[src/rtl/mcecb_pkg.sv]
package mcecb_pkg;
  localparam int REG_AW   = 6;
  localparam int DATA_W   = 32;
  localparam int CODE_W   = 6;
  localparam int EVT_W    = 1 << CODE_W;
  localparam int STAT_LSB = 8;

  localparam logic [REG_AW-1:0] A_CTRL    = 6'h00;
  localparam logic [REG_AW-1:0] A_TSEL    = 6'h01;
  localparam logic [REG_AW-1:0] A_PRELOAD = 6'h02;
  localparam logic [REG_AW-1:0] A_CYC_HI  = 6'h03;
  localparam logic [REG_AW-1:0] A_CYC_LO  = 6'h04;
  localparam logic [REG_AW-1:0] A_IEN_SET = 6'h05;
  localparam logic [REG_AW-1:0] A_IEN_CLR = 6'h06;
  localparam logic [REG_AW-1:0] A_IEN     = 6'h07;
  localparam logic [REG_AW-1:0] A_OVF_CLR = 6'h08;
  localparam logic [REG_AW-1:0] A_OVF     = 6'h09;
  localparam logic [REG_AW-1:0] A_EVSEL0  = 6'h0C;
  localparam logic [REG_AW-1:0] A_CTR0    = 6'h10;

  // control word bit positions
  localparam int CB_START = 0;
  localparam int CB_STOP  = 1;
  localparam int CB_CLEAR = 2;

  typedef struct packed {
    logic              en;
    logic [CODE_W-1:0] code;
  } evsel_t;
endpackage

[src/rtl/mcecb_ctrl.sv]
module mcecb_ctrl
  import mcecb_pkg::*;
#(
  parameter int NUM_CTR   = 16,
  parameter int TSEL_BASE = 19,
  parameter int NUM_SELW  = (NUM_CTR + 3) / 4
) (
  input  logic                             clk,
  input  logic                             rst_n,
  input  logic [REG_AW-1:0]                bus_addr,
  input  logic                             bus_we,
  input  logic [DATA_W-1:0]                bus_wdata,
  output logic                             run,
  output logic                             clr_all,
  output logic [NUM_SELW-1:0][DATA_W-1:0]  evsel_words,
  output logic [DATA_W-1:0]                tsel,
  output logic [NUM_CTR-1:0]               ld_vec,
  output logic [DATA_W-1:0]                ld_val,
  output logic [NUM_CTR-1:0]               ien_set,
  output logic [NUM_CTR-1:0]               ien_clr,
  output logic [NUM_CTR-1:0]               ovf_clr
);
  logic              ctrl_wr, pre_wr, sel_ok;
  logic [DATA_W-1:0] tsel_off;

  assign ctrl_wr  = bus_we && (bus_addr == A_CTRL);
  assign pre_wr   = bus_we && (bus_addr == A_PRELOAD);
  assign clr_all  = ctrl_wr && bus_wdata[CB_CLEAR];
  assign tsel_off = tsel - DATA_W'(TSEL_BASE);
  assign sel_ok   = (tsel >= DATA_W'(TSEL_BASE)) && (tsel_off < DATA_W'(NUM_CTR));
  assign ld_val   = bus_wdata;

  assign ien_set = (bus_we && bus_addr == A_IEN_SET) ? bus_wdata[STAT_LSB +: NUM_CTR] : '0;
  assign ien_clr = (bus_we && bus_addr == A_IEN_CLR) ? bus_wdata[STAT_LSB +: NUM_CTR] : '0;
  assign ovf_clr = (bus_we && bus_addr == A_OVF_CLR) ? bus_wdata[STAT_LSB +: NUM_CTR] : '0;

  always_ff @(posedge clk or negedge rst_n) begin
    if (!rst_n) begin
      run <= 1'b0;
    end else if (ctrl_wr) begin
      if (bus_wdata[CB_STOP])       run <= 1'b0;
      else if (bus_wdata[CB_START]) run <= 1'b1;
    end
  end

  always_ff @(posedge clk or negedge rst_n) begin
    if (!rst_n)                                 tsel <= '0;
    else if (bus_we && bus_addr == A_TSEL)      tsel <= bus_wdata;
  end

  for (genvar w = 0; w < NUM_SELW; w++) begin : g_selw
    always_ff @(posedge clk or negedge rst_n) begin
      if (!rst_n)
        evsel_words[w] <= '0;
      else if (bus_we && bus_addr == A_EVSEL0 + REG_AW'(w))
        evsel_words[w] <= bus_wdata;
    end
  end

  for (genvar n = 0; n < NUM_CTR; n++) begin : g_ld
    assign ld_vec[n] = pre_wr && sel_ok && (tsel_off == DATA_W'(n));
  end
endmodule

[src/rtl/mcecb_counter.sv]
module mcecb_counter
  import mcecb_pkg::*;
#(
  parameter int CTR_W = 32
) (
  input  logic             clk,
  input  logic             rst_n,
  input  logic             run,
  input  logic             clr,
  input  evsel_t           sel,
  input  logic [EVT_W-1:0] evt,
  input  logic             load,
  input  logic [CTR_W-1:0] load_val,
  output logic [CTR_W-1:0] count,
  output logic             wrap
);
  logic hit;

  assign hit  = run && sel.en && evt[sel.code];
  assign wrap = hit && !clr && !load && (&count);

  always_ff @(posedge clk or negedge rst_n) begin
    if (!rst_n)     count <= '0;
    else if (clr)   count <= '0;
    else if (load)  count <= load_val;
    else if (hit)   count <= count + CTR_W'(1);
  end
endmodule

[src/rtl/mcecb_cycle.sv]
module mcecb_cycle #(
  parameter int CYC_W = 56,
  parameter int LO_W  = 32
) (
  input  logic             clk,
  input  logic             rst_n,
  input  logic             run,
  input  logic             clr,
  input  logic             rd_hi,
  input  logic             rd_lo,
  output logic [CYC_W-1:0] cyc,
  output logic [LO_W-1:0]  shadow,
  output logic             pend
);
  always_ff @(posedge clk or negedge rst_n) begin
    if (!rst_n)   cyc <= '0;
    else if (clr) cyc <= '0;
    else if (run) cyc <= cyc + CYC_W'(1);
  end

  // a high-half read freezes the low half for the read that follows
  always_ff @(posedge clk or negedge rst_n) begin
    if (!rst_n) begin
      shadow <= '0;
      pend   <= 1'b0;
    end else if (rd_hi) begin
      shadow <= cyc[LO_W-1:0];
      pend   <= 1'b1;
    end else if (rd_lo || clr) begin
      pend   <= 1'b0;
    end
  end
endmodule

[src/rtl/mcecb_ovf.sv]
module mcecb_ovf #(
  parameter int NUM_CTR = 16
) (
  input  logic               clk,
  input  logic               rst_n,
  input  logic [NUM_CTR-1:0] wrap,
  input  logic [NUM_CTR-1:0] stat_clr,
  input  logic [NUM_CTR-1:0] en_set,
  input  logic [NUM_CTR-1:0] en_clr,
  output logic [NUM_CTR-1:0] stat,
  output logic [NUM_CTR-1:0] ien,
  output logic               irq
);
  always_ff @(posedge clk or negedge rst_n) begin
    if (!rst_n) begin
      stat <= '0;
      ien  <= '0;
    end else begin
      stat <= (stat & ~stat_clr) | wrap;
      ien  <= (ien | en_set) & ~en_clr;
    end
  end

  assign irq = |(stat & ien);
endmodule

[src/rtl/mc_evt_counter_bank.sv]
module mc_evt_counter_bank
  import mcecb_pkg::*;
#(
  parameter int NUM_CTR   = 16,
  parameter int CTR_W     = 32,
  parameter int CYC_W     = 56,
  parameter int TSEL_BASE = 19
) (
  input  logic              clk,
  input  logic              rst_n,
  input  logic [5:0]        bus_addr,
  input  logic              bus_we,
  input  logic              bus_re,
  input  logic [31:0]       bus_wdata,
  output logic [31:0]       bus_rdata,
  input  logic [63:0]       evt_pulse,
  output logic              irq
);
  localparam int NUM_SELW = (NUM_CTR + 3) / 4;
  localparam int IDX_W    = $clog2(NUM_CTR);
  localparam int SELI_W   = (NUM_SELW > 1) ? $clog2(NUM_SELW) : 1;
  localparam int HI_W     = CYC_W - DATA_W;

  logic                            run, clr_all;
  logic [NUM_SELW-1:0][DATA_W-1:0] evsel_words;
  logic [DATA_W-1:0]               tsel, ld_val;
  logic [NUM_CTR-1:0]              ld_vec, ien_set, ien_clr, ovf_clr;
  logic [NUM_CTR-1:0]              wrap, ovf_stat, ien_q;
  logic [NUM_CTR-1:0][CTR_W-1:0]   cnt;
  logic [CYC_W-1:0]                cyc_val;
  logic [DATA_W-1:0]               cyc_shadow, rd_mux;
  logic                            cyc_pend;
  logic [REG_AW-1:0]               ctr_off, sel_off;

  mcecb_ctrl #(.NUM_CTR(NUM_CTR), .TSEL_BASE(TSEL_BASE), .NUM_SELW(NUM_SELW)) u_ctrl (
    .clk(clk), .rst_n(rst_n), .bus_addr(bus_addr), .bus_we(bus_we),
    .bus_wdata(bus_wdata), .run(run), .clr_all(clr_all),
    .evsel_words(evsel_words), .tsel(tsel), .ld_vec(ld_vec), .ld_val(ld_val),
    .ien_set(ien_set), .ien_clr(ien_clr), .ovf_clr(ovf_clr)
  );

  for (genvar n = 0; n < NUM_CTR; n++) begin : g_ctr
    logic [7:0] slot;
    evsel_t     sel;
    assign slot = evsel_words[n / 4][8 * (n % 4) +: 8];
    assign sel  = '{en: slot[7], code: slot[CODE_W-1:0]};

    mcecb_counter #(.CTR_W(CTR_W)) u_cnt (
      .clk(clk), .rst_n(rst_n), .run(run), .clr(clr_all), .sel(sel),
      .evt(evt_pulse), .load(ld_vec[n]), .load_val(ld_val[CTR_W-1:0]),
      .count(cnt[n]), .wrap(wrap[n])
    );
  end

  mcecb_cycle #(.CYC_W(CYC_W), .LO_W(DATA_W)) u_cyc (
    .clk(clk), .rst_n(rst_n), .run(run), .clr(clr_all),
    .rd_hi(bus_re && bus_addr == A_CYC_HI),
    .rd_lo(bus_re && bus_addr == A_CYC_LO),
    .cyc(cyc_val), .shadow(cyc_shadow), .pend(cyc_pend)
  );

  mcecb_ovf #(.NUM_CTR(NUM_CTR)) u_ovf (
    .clk(clk), .rst_n(rst_n), .wrap(wrap), .stat_clr(ovf_clr),
    .en_set(ien_set), .en_clr(ien_clr), .stat(ovf_stat), .ien(ien_q), .irq(irq)
  );

  assign ctr_off = bus_addr - A_CTR0;
  assign sel_off = bus_addr - A_EVSEL0;

  always_comb begin
    rd_mux = '0;
    if (bus_addr >= A_CTR0 && ctr_off < REG_AW'(NUM_CTR)) begin
      rd_mux = DATA_W'(cnt[ctr_off[IDX_W-1:0]]);
    end else if (bus_addr >= A_EVSEL0 && sel_off < REG_AW'(NUM_SELW)) begin
      rd_mux = evsel_words[sel_off[SELI_W-1:0]];
    end else begin
      case (bus_addr)
        A_CTRL:   rd_mux = DATA_W'(run);
        A_TSEL:   rd_mux = tsel;
        A_CYC_HI: rd_mux = DATA_W'(cyc_val[CYC_W-1 -: HI_W]);
        A_CYC_LO: rd_mux = cyc_pend ? cyc_shadow : cyc_val[DATA_W-1:0];
        A_IEN:    rd_mux = DATA_W'(ien_q) << STAT_LSB;
        A_OVF:    rd_mux = DATA_W'(ovf_stat) << STAT_LSB;
        default:  rd_mux = '0;
      endcase
    end
  end

  always_ff @(posedge clk or negedge rst_n) begin
    if (!rst_n)      bus_rdata <= '0;
    else if (bus_re) bus_rdata <= rd_mux;
  end
endmodule

[config.mk]
export PLATFORM = sky130hd
export DESIGN_NAME = mc_evt_counter_bank
export DESIGN_NICKNAME = d
export VERILOG_FILES = /design/src/rtl/mcecb_pkg.sv /design/src/rtl/mcecb_ctrl.sv /design/src/rtl/mcecb_counter.sv /design/src/rtl/mcecb_cycle.sv /design/src/rtl/mcecb_ovf.sv /design/src/rtl/mc_evt_counter_bank.sv
export SDC_FILE = /design/constraint.sdc
export NUM_CORES = 2
export LEC_CHECK = 0
export BUFFER_PORTS_ARGS = -buffer_cell sky130_fd_sc_hd__buf_4
export CAP_MARGIN = 30
export CORE_ASPECT_RATIO = 1.4
export CORE_MARGIN = 2
export CORE_UTILIZATION = 53
export CTS_BUF_LIST = sky130_fd_sc_hd__clkbuf_8
export DETAILED_ROUTE_END_ITERATION = 6
export PLACE_DENSITY = 0.72
export SLEW_MARGIN = 20
export SYNTH_ARGS = -nofsm -noshare
export SYNTH_HDL_FRONTEND = slang
export SYNTH_SLANG_ARGS = --single-unit
[constraint.sdc]
create_clock -name clk -period 2.78 [get_ports clk]
set_input_delay 0 -clock clk [delete_from_list [all_inputs] [get_ports clk]]
set_output_delay 0 -clock clk [all_outputs]
set_load 0.03 [all_outputs]
==> results_dict.tcl <==
set metrics [dict create \
    status "finished with violations" \
    violations "setup timing" \
    yosysTopAreaCellShare_pct 35.8 \
    min_path_type "primary input to register" \
    syn_to_final_growth_pct 23.2 \
    syn_area_per_cell_sq_um 9.91 \
    preCtsSetupSlack_ns -0.473 \
    vias_per_cell 7.24 \
    dp_cells 7513 \
    start_util_pct 53.4 \
    initialDrtViolationCount 8821 \
    path_class "register to register" \
    ys_types 80 \
    rows 143 \
    syn_nets 5948 \
    layout_setup_ws_ns -0.369 \
    synth_area_sq_um 57800 \
    fmax_mhz 318 \
    ir_drop_mv 0.524 \
    clk_pin_slew_ns 0.07 \
    cts_made_buffers 139 \
    ys.flop_type "dfrtp_1" \
    period_share_pct 113 \
    first_pass_iters 7 \
    rsz0062_at_grt "true" \
    gr-total-overflow 0 \
    async_flop_share_pct 100 \
    vias 57200 \
    hpwlAfterDp_microns 176000 \
    post-route-util_pct 65.7 \
    syn-instance-count 5825 \
    drive_gt1_share_pct 30.9 \
    grt_usage_pct 45.9 \
    cp_slowest_cell "dfrtp_2" \
    final.min_clock_period_ns 3.15 \
    core_sq_um 108000 \
    p_leak_nw 28.6 \
    route.antenna.remaining_nets 0 \
    clock_path_buffers 3 \
    cp-end-kind "register" \
    ys_top_cells_by_area "dfrtp_1 36%, mux4_2 16%, xnor2_1 5.3%" \
    first_global_vias 54400 \
    slowest_delay_ns 0.48 \
    yosysTopAreaCell "dfrtp_1" \
    setup_viol 540 \
    seq_area_frac_synth_pct 35.8 \
    drc 0 \
    cap_violations 0 \
    path_cells "a211oi_4, buf_4, o21ai_1, o31ai_1, buf_4, nand4_1, buf_6, nor4b_4, buf_6, nand2_8, buf_12, a211oi_4" \
    required_ns 3.56 \
    die_h_microns 395 \
    cts_sinks 826 \
    port_buffers 138 \
    relSlewSlack_pct 31.7 \
    gp_congestion 1.17 \
    clk_latency_ns 0.91 \
    htree_levels 4 \
    ys_top_cells_by_count "826 x dfrtp_1, 469 x nor2_1, 413 x clkbuf_1, 409 x mux4_2, 404 x a21oi_1" \
    skew_ns 0.0387 \
    cts_tree "built" \
    crit_arrival_ns 3.93 \
    die-area_sq_um 112000 \
    wl_per_cell_microns 33.8 \
    stdcell_count 7897 \
    drt-total-wl_microns 267000 \
    cts_root_buf "clkbuf_8" \
    io-pin-count 139 \
    worst_pin_slew_ns 1.02 \
    ys_warn_count 0 \
    grt_pass1_wl_microns 374000 \
    hold_viol_final 0 \
    power.density_nw_per_um2 497 \
    nets 6448 \
    critPathMaxFanout 6 \
    slew_viol_final 0 \
    grt_max_degree 112 \
    final_area_sq_um 71200 \
    dpl_cell_area_sq_um 64800 \
    cp-start-kind "register" \
    finalPower_mw 35.4 \
    ys_seq_elements 826 \
    die_w_microns 283 \
    antenna_found_initial 45 \
    synth_edf_count 0 \
    synth.most_common_cell "dfrtp_1" \
]
## report_power, final
part | internal [mW] | switching [mW] | leakage, nW | total (mW)
Sequential | 13.0 | 1.39 | 10.9 | 14.4
Clock | 6.04 | 5.67 | 1.63 | 11.7
Combinational | 4.27 | 5.04 | 16.1 | 9.31
Total | 23.3 | 12.1 | 28.6 | 35.4
## placed cells by master (no fill, tap or decap), types with 110 or more instances in the layout
| master | instances |
|---|---|
| nor2_1 | 407 |
| mux2_2 | 184 |
| buf_12 | 122 |
| nor3_1 | 114 |
| mux4_2 | 409 |
| inv_1 | 142 |
| nand4_1 | 110 |
| nand2_1 | 347 |
| xnor2_1 | 348 |
| xor2_1 | 183 |
| nand3_1 | 248 |
| a21oi_1 | 360 |
| mux2i_1 | 193 |
| clkbuf_8 | 176 |
| dfrtp_1 | 818 |
| buf_4 | 651 |
| a211oi_1 | 121 |
| o21ai_0 | 304 |
## metal layers
metal  GRT usage (%)  wire length, microns  part of all wire, %
met2            68.2                115000                   43
met5               0                   242                0.091
met1            53.5                 85400                   32
met3            15.1                 35900                   13
met4            39.4                 30900                   12
## kinds of logic (layout without fill, tap and decap cells)
group                    count (synthesis)  count (layout)  synth area share [%]
AO/OA/AOI/OAI                         1199            1200                  12.5
multiplexers                           786             786                  22.9
XOR/XNOR                               532             532                  8.07
flip-flops                             826             826                  35.8
AND/OR/NAND/NOR                       1814            1815                  15.9
buffers and inverters                  651            1252                  4.52
other                                    0              19                     0
adder cells (fa/ha/maj)                 17              17                 0.368
## metrics by stage
stage | setup TNS, ns | hold WS (ns)
2_1_floorplan | 0 | -0.296
3_3_place_gp | -131.96 | -0.0312
3_5_place_dp | -140.85 | -0.0299
4_1_cts | -77.17 | 0.0280
5_1_grt | -151.96 | 0.109
6_report | -117.15 | 0.107
## final cells by class
cell class	count	area, sq um
diodes	19	47.5
clock buffers	176	2420
clock inverters	68	464
fillers	8344	37100
inverters	109	409
multi-input cells	4350	36100
flip-flops and latches	826	20700
well taps	1450	1810
repair buffers	899	9220
## what timing repair did
item,CTS,global route
pin swaps,32,24
hold endpoints to repair,1596,3
endpoints found under the setup margin,528,558
gates resized for setup,218,250
cloned,15,35
buffers inserted,10,6
hold buffers,55,1
## sequential cells by signal (all words and copies together) (netlist names)
signal,cells
u_cyc.cyc,56
u_ctrl.tsel,32
bus_rdata,32
u_ctrl.run,1
u_ctrl.evsel_words,128
u_ovf.ien,16
u_ovf.stat,16
u_cyc.shadow,32
g_ctr.u_cnt.count,512
u_cyc.pend,1
## final timing paths
kind | startpoint | endpoint | slack (ns) | cells after the start
setup / recovery | u_ctrl.tsel[0]$_DFFE_PN0P_ | g_ctr[11].u_cnt.count[8]$_DFFE_PN0P_ | -0.37 | 12
hold reg to reg | u_cyc.shadow[23]$_DFFE_PN0P_ | u_cyc.shadow[23]$_DFFE_PN0P_ | 0.48 | 2
setup reg to reg | u_ctrl.tsel[0]$_DFFE_PN0P_ | g_ctr[11].u_cnt.count[8]$_DFFE_PN0P_ | -0.37 | 12
min in group asynchronous | rst_n | u_ctrl.evsel_words[41]$_DFFE_PN0P_ | 0.43 | 4
max in group asynchronous | rst_n | u_cyc.pend$_DFFE_PN0P_ | 1.58 | 4
hold / removal | bus_addr[0] | u_ctrl.evsel_words[70]$_DFFE_PN0P_ | 0.11 | 5
## critical path: cells and delay by family (launching register included)
| kind | cells | cell delay (ns) |
|---|---|---|
| buffers and inverters | 5 | 1.05 |
| AO/OA/AOI/OAI | 4 | 0.96 |
| AND/OR/NAND/NOR | 3 | 0.53 |
| flip-flops | 1 | 0.48 |
Power figures use the tool's default switching activity.
